--- config.mk ---
export PLATFORM = sky130hd
export DESIGN_NAME = rcdec_top
export DESIGN_NICKNAME = d
export VERILOG_FILES = /design/src/rtl/rcdec_pkg.sv /design/src/rtl/rcdec_asm.sv /design/src/rtl/rcdec_scale.sv /design/src/rtl/rcdec_map.sv /design/src/rtl/rcdec_top.sv
export SDC_FILE = /design/constraint.sdc
export NUM_CORES = 1
export LEC_CHECK = 0
export ABC_AREA = 1
export BUFFER_PORTS_ARGS = -buffer_cell sky130_fd_sc_hd__buf_2
export CAP_MARGIN = 20
export CORE_MARGIN = 5
export CORE_UTILIZATION = 52
export DETAILED_ROUTE_END_ITERATION = 16
export GPL_TIMING_DRIVEN = 0
export HOLD_SLACK_MARGIN = 0.03
export PLACE_DENSITY_LB_ADDON = 0.12
export SYNTH_ARGS = -nofsm -noshare
export SYNTH_HDL_FRONTEND = slang
export SYNTH_HIERARCHICAL = 1
export SYNTH_SLANG_ARGS = --single-unit
--- constraint.sdc ---
create_clock -name clk -period 6.5 [get_ports clk]
set_clock_uncertainty 0.05 [all_clocks]
set_input_delay 0.325 -clock clk [delete_from_list [all_inputs] [get_ports clk]]
set_output_delay 0.325 -clock clk [all_outputs]
set_load 0.02 [all_outputs]
--- src/rtl/rcdec_pkg.sv ---
package rcdec_pkg;
    localparam int PROP_N    = 4;
    localparam int AUX_N     = 4;
    localparam int NCH       = PROP_N + AUX_N;
    localparam int FLAG_BYTE = 12;
    localparam int SCALE_NUM = 1000;
    localparam int SCALE_SH  = 10;
    // bit position inside the flag byte for aux slot k, 3 bits each
    localparam logic [AUX_N*3-1:0] AUX_BITS = {3'd6, 3'd2, 3'd1, 3'd0};
endpackage

--- src/rtl/rcdec_asm.sv ---
module rcdec_asm #(
    parameter int NBYTES = 16
) (
    input  logic                  clk,
    input  logic                  rst_n,
    input  logic                  byte_valid,
    input  logic                  byte_sof,
    input  logic [7:0]            byte_data,
    output logic                  frame_done,
    output logic [8*NBYTES-1:0]   frame
);
    localparam int IDX_W = $clog2(NBYTES);
    localparam int HOLD_W = 8 * (NBYTES - 1);
    localparam logic [IDX_W-1:0] LAST = IDX_W'(NBYTES - 1);

    typedef struct packed {
        logic              active;
        logic [IDX_W-1:0]  idx;
        logic [HOLD_W-1:0] hold;
    } asm_t;

    asm_t st_d, st_q;

    always_comb begin
        st_d       = st_q;
        frame_done = 1'b0;
        frame      = {byte_data, st_q.hold};
        if (byte_valid && byte_sof) begin
            st_d.active    = 1'b1;
            st_d.idx       = IDX_W'(1);
            st_d.hold[7:0] = byte_data;
        end else if (byte_valid && st_q.active) begin
            if (st_q.idx == LAST) begin
                frame_done  = 1'b1;
                st_d.active = 1'b0;
                st_d.idx    = '0;
            end else begin
                st_d.hold[{st_q.idx, 3'b000} +: 8] = byte_data;
                st_d.idx = st_q.idx + IDX_W'(1);
            end
        end
    end

    always_ff @(posedge clk) begin
        if (!rst_n) st_q <= '0;
        else        st_q <= st_d;
    end
endmodule

--- src/rtl/rcdec_scale.sv ---
module rcdec_scale #(
    parameter int RAW_W     = 16,
    parameter int CH_W      = 11,
    parameter int RANGE_MIN = 1000
) (
    input  logic [RAW_W-1:0] raw,
    output logic [CH_W-1:0]  chan
);
    import rcdec_pkg::*;
    localparam int PROD_W = RAW_W + SCALE_SH;
    localparam int SAT    = (1 << CH_W) - 1;

    logic [PROD_W-1:0] prod, quo, sum;

    always_comb begin
        prod = PROD_W'(raw) * PROD_W'(SCALE_NUM);
        quo  = prod >> SCALE_SH;
        sum  = quo + PROD_W'(RANGE_MIN);
        chan = (sum > PROD_W'(SAT)) ? {CH_W{1'b1}} : sum[CH_W-1:0];
    end
endmodule

--- src/rtl/rcdec_map.sv ---
module rcdec_map #(
    parameter int CH_W      = 11,
    parameter int RANGE_MIN = 1000,
    parameter int RANGE_MAX = 2000,
    parameter int NBYTES    = 16
) (
    input  logic [8*NBYTES-1:0]              payload,
    output logic [rcdec_pkg::NCH*CH_W-1:0]   chans
);
    import rcdec_pkg::*;
    localparam int FB = 8 * FLAG_BYTE;

    for (genvar i = 0; i < PROP_N; i++) begin : g_prop
        logic [15:0] raw;
        assign raw = {payload[16*i +: 8], payload[16*i+8 +: 8]};
        rcdec_scale #(
            .RAW_W(16), .CH_W(CH_W), .RANGE_MIN(RANGE_MIN)
        ) u_scale (
            .raw (raw),
            .chan(chans[i*CH_W +: CH_W])
        );
    end

    for (genvar k = 0; k < AUX_N; k++) begin : g_aux
        localparam int BPOS = int'(AUX_BITS[3*k +: 3]);
        assign chans[(PROP_N+k)*CH_W +: CH_W] =
            payload[FB + BPOS] ? CH_W'(RANGE_MAX) : CH_W'(RANGE_MIN);
    end

    logic unused_payload;
    assign unused_payload = ^{payload[8*NBYTES-1:FB+8], payload[FB+7],
                              payload[FB+5:FB+3]};
endmodule

--- src/rtl/rcdec_top.sv ---
module rcdec_top #(
    parameter int CH_W      = 11,
    parameter int RANGE_MIN = 1000,
    parameter int RANGE_MAX = 2000,
    parameter int NBYTES    = 16
) (
    input  logic                              clk,
    input  logic                              rst_n,
    input  logic                              byte_valid,
    input  logic                              byte_sof,
    input  logic [7:0]                        byte_data,
    input  logic                              par_valid,
    input  logic [8*NBYTES-1:0]               par_data,
    output logic [rcdec_pkg::NCH*CH_W-1:0]    ch_out,
    output logic                              done
);
    import rcdec_pkg::*;
    localparam int PAY_W = 8 * NBYTES;
    localparam int OUT_W = NCH * CH_W;

    typedef struct packed {
        logic [OUT_W-1:0] ch;
        logic             done;
    } out_t;

    out_t o_d, o_q;
    logic             asm_done;
    logic [PAY_W-1:0] asm_frame, sel_pay;
    logic [OUT_W-1:0] dec_ch;

    rcdec_asm #(.NBYTES(NBYTES)) u_asm (
        .clk       (clk),
        .rst_n     (rst_n),
        .byte_valid(byte_valid),
        .byte_sof  (byte_sof),
        .byte_data (byte_data),
        .frame_done(asm_done),
        .frame     (asm_frame)
    );

    assign sel_pay = par_valid ? par_data : asm_frame;

    rcdec_map #(
        .CH_W(CH_W), .RANGE_MIN(RANGE_MIN), .RANGE_MAX(RANGE_MAX), .NBYTES(NBYTES)
    ) u_map (
        .payload(sel_pay),
        .chans  (dec_ch)
    );

    always_comb begin
        o_d      = o_q;
        o_d.done = par_valid | asm_done;
        if (par_valid | asm_done) o_d.ch = dec_ch;
    end

    always_ff @(posedge clk) begin
        if (!rst_n) begin
            o_q.ch   <= {NCH{CH_W'(RANGE_MIN)}};
            o_q.done <= 1'b0;
        end else begin
            o_q <= o_d;
        end
    end

    assign ch_out = o_q.ch;
    assign done   = o_q.done;
endmodule

# Word level (Yosys, flattened, before mapping)
# Index checks and enable logic that the tools add are counted.
dict set report totals {
  register_bits 214
}
dict set report op_classes {
  shifts 2
  n_mux 19
  addsub 6
  bitwise 4
  n_lt_le_gt_ge 4
  n_reduce_logical 8
  n_eq_ne 2
  n_mul 4
}
# operator count
set ops {}
lappend ops {{$mux W125} 1}
lappend ops {{$bwmux W120} 1}
lappend ops {{$mux W120} 1}
lappend ops {{$shift A8 B9 Y120 const A} 1}
lappend ops {{$shiftx A8 B9 Y120} 1}
lappend ops {{$mux W103} 1}
lappend ops {{$mul A16 B7 Y23 const B} 4}
lappend ops {{$mux W11} 8}
lappend ops {{$add A16 B10 Y17 const B} 4}
lappend ops {{$gt A17 B11 Y1 const B} 4}
lappend ops {{$neg A7 Y9} 1}
lappend ops {{$mux W8} 1}
lappend ops {{$mux W5} 1}
lappend ops {{$add A4 B1 Y4 const B} 1}
lappend ops {{$eq A4 B4 Y1 const B} 1}
lappend ops {{$mux W1} 4}
lappend ops {{$mux W4} 1}
lappend ops {{$reduce_and A2 Y1} 2}
lappend ops {{$reduce_bool A2 Y1} 2}
lappend ops {{$not A1 Y1} 3}
lappend ops {{$reduce_and A3 Y1} 1}
lappend ops {{$logic_and A1 B1 Y1} 2}
lappend ops {{$ne A2 B1 Y1 const B} 1}
lappend ops {{$reduce_or A2 Y1} 1}
lappend ops {{$or A1 B1 Y1} 1}

# Depth between registers and ports, before layout
dict set report logic_depth {
  word_depth 6
  ltp_mapped 37
}

# Hierarchy
# The synthesis kept the hierarchy.
# mod seq_area_each_um2 instances cells_each area_per_inst_um2
set modules_own_cells {}
lappend modules_own_cells {rcdec_asm 2502.4 1 970 6595.1}
lappend modules_own_cells {rcdec_top 1781.7 1 880 4877.2}
lappend modules_own_cells {{rcdec_scale at u_map.g_prop[0].u_scale} 0.0 1 536 3676.0}
lappend modules_own_cells {{rcdec_scale at u_map.g_prop[3].u_scale} 0.0 1 519 3626.0}
lappend modules_own_cells {{rcdec_scale at u_map.g_prop[2].u_scale} 0.0 1 499 3489.6}
lappend modules_own_cells {{rcdec_scale at u_map.g_prop[1].u_scale} 0.0 1 508 3410.8}
lappend modules_own_cells {rcdec_map 0.0 1 46 322.8}

# Worst setup path before layout
# No wires, ideal clock.
dict set report synth_path {
  path_kind {input port to flip-flop}
  start {input port par_valid}
  end {register o_q (netlist bit ch_out[0])}
  path_stages 34
  setup_ns 0.113
  path_slack_ns 1.048
  arrival_ns 5.289
  n_path_buf 3
  cell_sequence {inv_2 -> buf_2 -> buf_2 -> nand2_1 -> nand2_1 -> inv_1 -> fa_1 -> fa_1 -> fa_1 -> fa_1 -> inv_1 -> ha_1 -> nand2_1 -> inv_1 -> nand2_1 -> inv_1 -> nand2_1 -> nand2_1 -> nand2_1 -> and2_1 -> ha_1 -> inv_1 -> nand3_1 -> nor2_2 -> nand3_1 -> nand3_1 -> nand2_1 -> nor2_1 -> nand2_1 -> nor2_2 -> buf_6 -> nand3_1 -> nor2_1 -> nor2_1}
}
dict set report synth_between {
  elab_chain_len 5
  word_cells_on_any_way 6
  cone_classes {add/sub: 1; mul: 1; order compare: 1; mux: 2; bitwise: 1}
}
# item line
set synth_rtl {}
lappend synth_rtl {{start, declared} rcdec_top.sv:12} ;# input logic par_valid,
lappend synth_rtl {{$mux W103 (*)} rcdec_top.sv:41} ;# assign sel_pay = par_valid ? par_data : asm_frame;
lappend synth_rtl {{named net sel_pay[10]} rcdec_top.sv:28} ;# logic [PAY_W-1:0] asm_frame, sel_pay;
lappend synth_rtl {{$mul A16 B7 Y23 (*)} rcdec_scale.sv:16} ;# prod = PROD_W'(raw) * PROD_W'(SCALE_NUM);
lappend synth_rtl {{$add A16 B10 Y17 (*)} rcdec_scale.sv:18} ;# sum = quo + PROD_W'(RANGE_MIN);
lappend synth_rtl {{$gt A17 B11 Y1} rcdec_scale.sv:19} ;# chan = (sum > PROD_W'(SAT)) ? {CH_W{1'b1}} : sum[CH_W-1:0];
lappend synth_rtl {{$mux W11 (*)} rcdec_scale.sv:19}
lappend synth_rtl {{named net dec_ch[0]} rcdec_top.sv:29} ;# logic [OUT_W-1:0] dec_ch;
lappend synth_rtl {{end, declared} rcdec_top.sv:26} ;# out_t o_d, o_q;
# The timed path passes the listed nets; every way through them passes the cells marked *.
# A chain may end at the register's enable or synchronous reset.

# Worst setup path after layout
dict set report layout_path {
  start {input port par_valid}
  end {register o_q (netlist bit ch_out[31])}
}
# The elaborated chain is that of the path after synthesis.

==> load_flow_metrics.sql <==
INSERT INTO impl_metrics (metric_group, metric, value, unit) VALUES
('global_route', 'grt_antenna_before_repair', '2', ''),
('layout', 'final_layout_size_suffix_gt1_share', '14.49', '%'),
('cts', 'postCtsSetupBuffers', '0', ''),
('drt', 'ant_nets', '0', ''),
('setup_path', 'cp_data_arrival_time', '6.27', 'ns'),
('die', 'start_util', '52.61', '%'),
('setup_path', 'setup.reg_to_reg.worst_slack', '0.66', 'ns'),
('drt', 'drc_errors', '0', ''),
('power', 'p_int', '4.505', 'mW'),
('global_route', 'global_route_total_overflow', '0', ''),
('global_route', 'track_usage', '23.89', '%'),
('global_route', 'gr-usage-met1', '33.12', '%'),
('cts', 'cts_hold_repair.buffers', '0', ''),
('sta', 'hold_violations', '0', ''),
('setup_path', 'cp_max_fo', '10', ''),
('sta', 'finalMaxSlewViolations', '0', ''),
('cts', 'ctsResizeCount', '0', ''),
('die', 'placementRows', '76', ''),
('cts', 'worstSkewPairLatency', '0.45', 'ns'),
('run', 'timing.max_cap.violations', '0', ''),
('drt', 'routed-via-count', '20240', ''),
('global_route', 'grt_max_degree', '17', ''),
('layout', 'final_cell_area', '25000', 'sq um'),
('global_route', 'met2_usage', '38.97', '%'),
('min_path', 'hold_class', 'input port to flip-flop', ''),
('cts', 'cts_tree', 'yes', ''),
('logic_synthesis', 'syn_area', '22710', 'sq um'),
('sta', 'rsz0062_at_grt', 'no', ''),
('setup_path', 'cp_slowest_cell', 'sky130_fd_sc_hd__fa_1', ''),
('power', 'power_density', '411.8', 'nW/um^2'),
('placed_design', 'gp_routability_congestion', '0.9560', ''),
('sta', 'tightest_hold_margin', '0.1514', 'ns'),
('drt', 'drt_pre_antenna_iters', '5', ''),
('setup_path', 'timing.critical_path.slowest_cell_delay', '0.56', 'ns'),
('drt', 'post_drt_wl_per_cell', '13.31', 'microns'),
('cts', 'cts-root-to-sink-buffers', '2', ''),
('power', 'report.power.total', '10.30', 'mW'),
('setup_path', 'worst_setup_path_startpoint', 'par_valid', ''),
('power', 'ir_drop', '0.3251', 'mV'),
('setup_path', 'worst_r2r_startpoint', 'u_asm/frame[42]$_SDFFE_PN0P_', ''),
('power', 'pwr-share-comb', '78.8', '%'),
('layout', 'layout-area-overhead-vs-synth', '10.08', '%'),
('setup_path', 'worst_setup_path_endpoint', 'ch_out[31]$_SDFFE_PN1P_', ''),
('power', 'netSwitchingFraction', '56.24', '%'),
('global_route', 'grt_first_pass_wirelength', '93.78', 'mm'),
('outcome', 'run_status', 'finished clean', ''),
('cts', 'cts_sinks', '162', ''),
('global_route', 'global_route_met3_usage', '3.049', '%'),
('sta', 'max_clock_freq', '166.5', 'MHz'),
('die', 'die_w', '219.0', 'microns'),
('sta', 'min_tclk_post_route', '6.007', 'ns'),
('cts', 'cts_root_buf', 'sky130_fd_sc_hd__clkbuf_16', ''),
('sta', 'max_slew_margin', '53.52', '%'),
('placed_design', 'placed_area', '24390', 'sq um'),
('setup_path', 'r2r_end', 'ch_out[31]$_SDFFE_PN1P_', ''),
('setup_path', 'worstSetupPathType', 'input port to flip-flop', ''),
('power', 'p_sw', '5.790', 'mW'),
('die', 'chip_height', '219.0', 'microns'),
('drt', 'final_routed_wirelength_across_all_metal_layers', '56.00', 'mm'),
('setup_path', 'timing.critical_path.required', '6.76', 'ns'),
('drt', 'drtIter0Drc', '1200', ''),
('logic_synthesis', 'ys_warn_count', '6', ''),
('die', 'design.portCount', '230', ''),
('layout', 'fin_util', '57.91', '%'),
('power', 'power_frac_clock', '10.3', '%'),
('sta', 'setup_viol', '0', ''),
('sta', 'fin_crit_sh', '92.42', '%'),
('placed_design', 'port_buffers', '169', ''),
('cts', 'cts_made_buffers', '17', ''),
('global_route', 'grt_pass1_vias', '20000', ''),
('cts', 'cts.htree.levels', '4', '');
per-layer routing:
| layer | part of all wire [%] | up-vias |
|---|---|---|
| met5 | 0.023 | - |
| met4 | 2.7 | 2 |
| met3 | 5.0 | 73 |
| met2 | 45 | 383 |
| met1 | 48 | 9240 |
| li1 | - | 10540 |
per-stage QoR:
step                setup TNS (ns)  setup WS (ns)  std cells
finish                           0         0.4928       4208
global route                     0        0.03902       4207
CTS                              0         0.4423       4208
detailed placement        -0.09945       -0.04490       4177
global placement                 0        0.03677       4177
floorplan                        0          1.075       3423
worst max-delay path: cells and delay by family:
kind | cells | cell delay [ns]
adder cells (fa/ha/maj) | 6 | 2.59
buffers and inverters | 9 | 1.34
AND/OR/NAND/NOR | 18 | 1.99
state kept, by name, summed over array words and instances (netlist names):
signal	flops
ch_out	88
done	1
u_asm/frame	68
u_asm/st_q	5
cell type report:
cell class | instances | area (sq um)
inverter | 654 | 2455
tap | 585 | 732.0
multi-input combinational | 2420 | 15850
buffer | 186 | 1256
sequential | 162 | 3243
clock inverter | 14 | 186.4
fill | 4339 | 18170
antenna | 1 | 2.502
clock buffer | 17 | 425.4
timing repair buffer | 169 | 845.8
worst min-delay path by stage:
stage / endpoint / startpoint / cells past startpoint / slack, ns
floorplan: u_asm/frame[38]$_SDFFE_PN0P_ / u_asm/frame[38]$_SDFFE_PN0P_ / 2 / 0.39
global placement: ch_out[75]$_SDFFE_PN1P_ / ch_out[75]$_SDFFE_PN1P_ / 2 / 0.40
detailed placement: ch_out[25]$_SDFFE_PN1P_ / ch_out[25]$_SDFFE_PN1P_ / 2 / 0.40
CTS: u_asm/frame[3]$_SDFFE_PN0P_ / byte_data[3] / 3 / 0.12
global route: u_asm/frame[3]$_SDFFE_PN0P_ / byte_data[3] / 3 / 0.15
finish: u_asm/frame[3]$_SDFFE_PN0P_ / byte_data[3] / 3 / 0.15
layout by cell type, fill, tap and decap left out, types with 4 or more instances in the layout:
master	n
sky130_fd_sc_hd__nand3b_1	15
sky130_fd_sc_hd__o21bai_1	9
sky130_fd_sc_hd__a21oi_1	76
sky130_fd_sc_hd__clkbuf_16	17
sky130_fd_sc_hd__conb_1	28
sky130_fd_sc_hd__inv_2	16
sky130_fd_sc_hd__and2_1	10
sky130_fd_sc_hd__nand3_1	227
sky130_fd_sc_hd__xor2_1	14
sky130_fd_sc_hd__a21oi_2	6
sky130_fd_sc_hd__ha_1	213
sky130_fd_sc_hd__nand2_1	1044
sky130_fd_sc_hd__buf_2	204
sky130_fd_sc_hd__nand3_2	36
sky130_fd_sc_hd__nor2_4	10
sky130_fd_sc_hd__bufinv_16	4
sky130_fd_sc_hd__nand2_2	57
sky130_fd_sc_hd__inv_1	637
sky130_fd_sc_hd__clkinv_2	5
sky130_fd_sc_hd__nor2_2	26
sky130_fd_sc_hd__nor2_1	324
sky130_fd_sc_hd__xnor2_1	12
sky130_fd_sc_hd__nand4_1	45
sky130_fd_sc_hd__buf_1	4
sky130_fd_sc_hd__buf_6	9
sky130_fd_sc_hd__dfxtp_1	162
sky130_fd_sc_hd__buf_4	117
sky130_fd_sc_hd__o21ai_0	17
sky130_fd_sc_hd__fa_1	212
sky130_fd_sc_hd__nor3_1	13
sky130_fd_sc_hd__clkbuf_1	19
power groups by stage:
stage | Sequential, mW | Clock [mW] | Combinational [mW]
5_1_grt | 1.13 | 1.13 | 9.35
3_5_place_dp | 1.14 | 0 | 8.07
3_3_place_gp | 1.14 | 0 | 7.90
6_report | 1.12 | 1.06 | 8.12
4_1_cts | 1.12 | 1.09 | 8.12
2_1_floorplan | 1.23 | 0 | 6.37
Note: power is estimated with default switching activity, not from simulation.
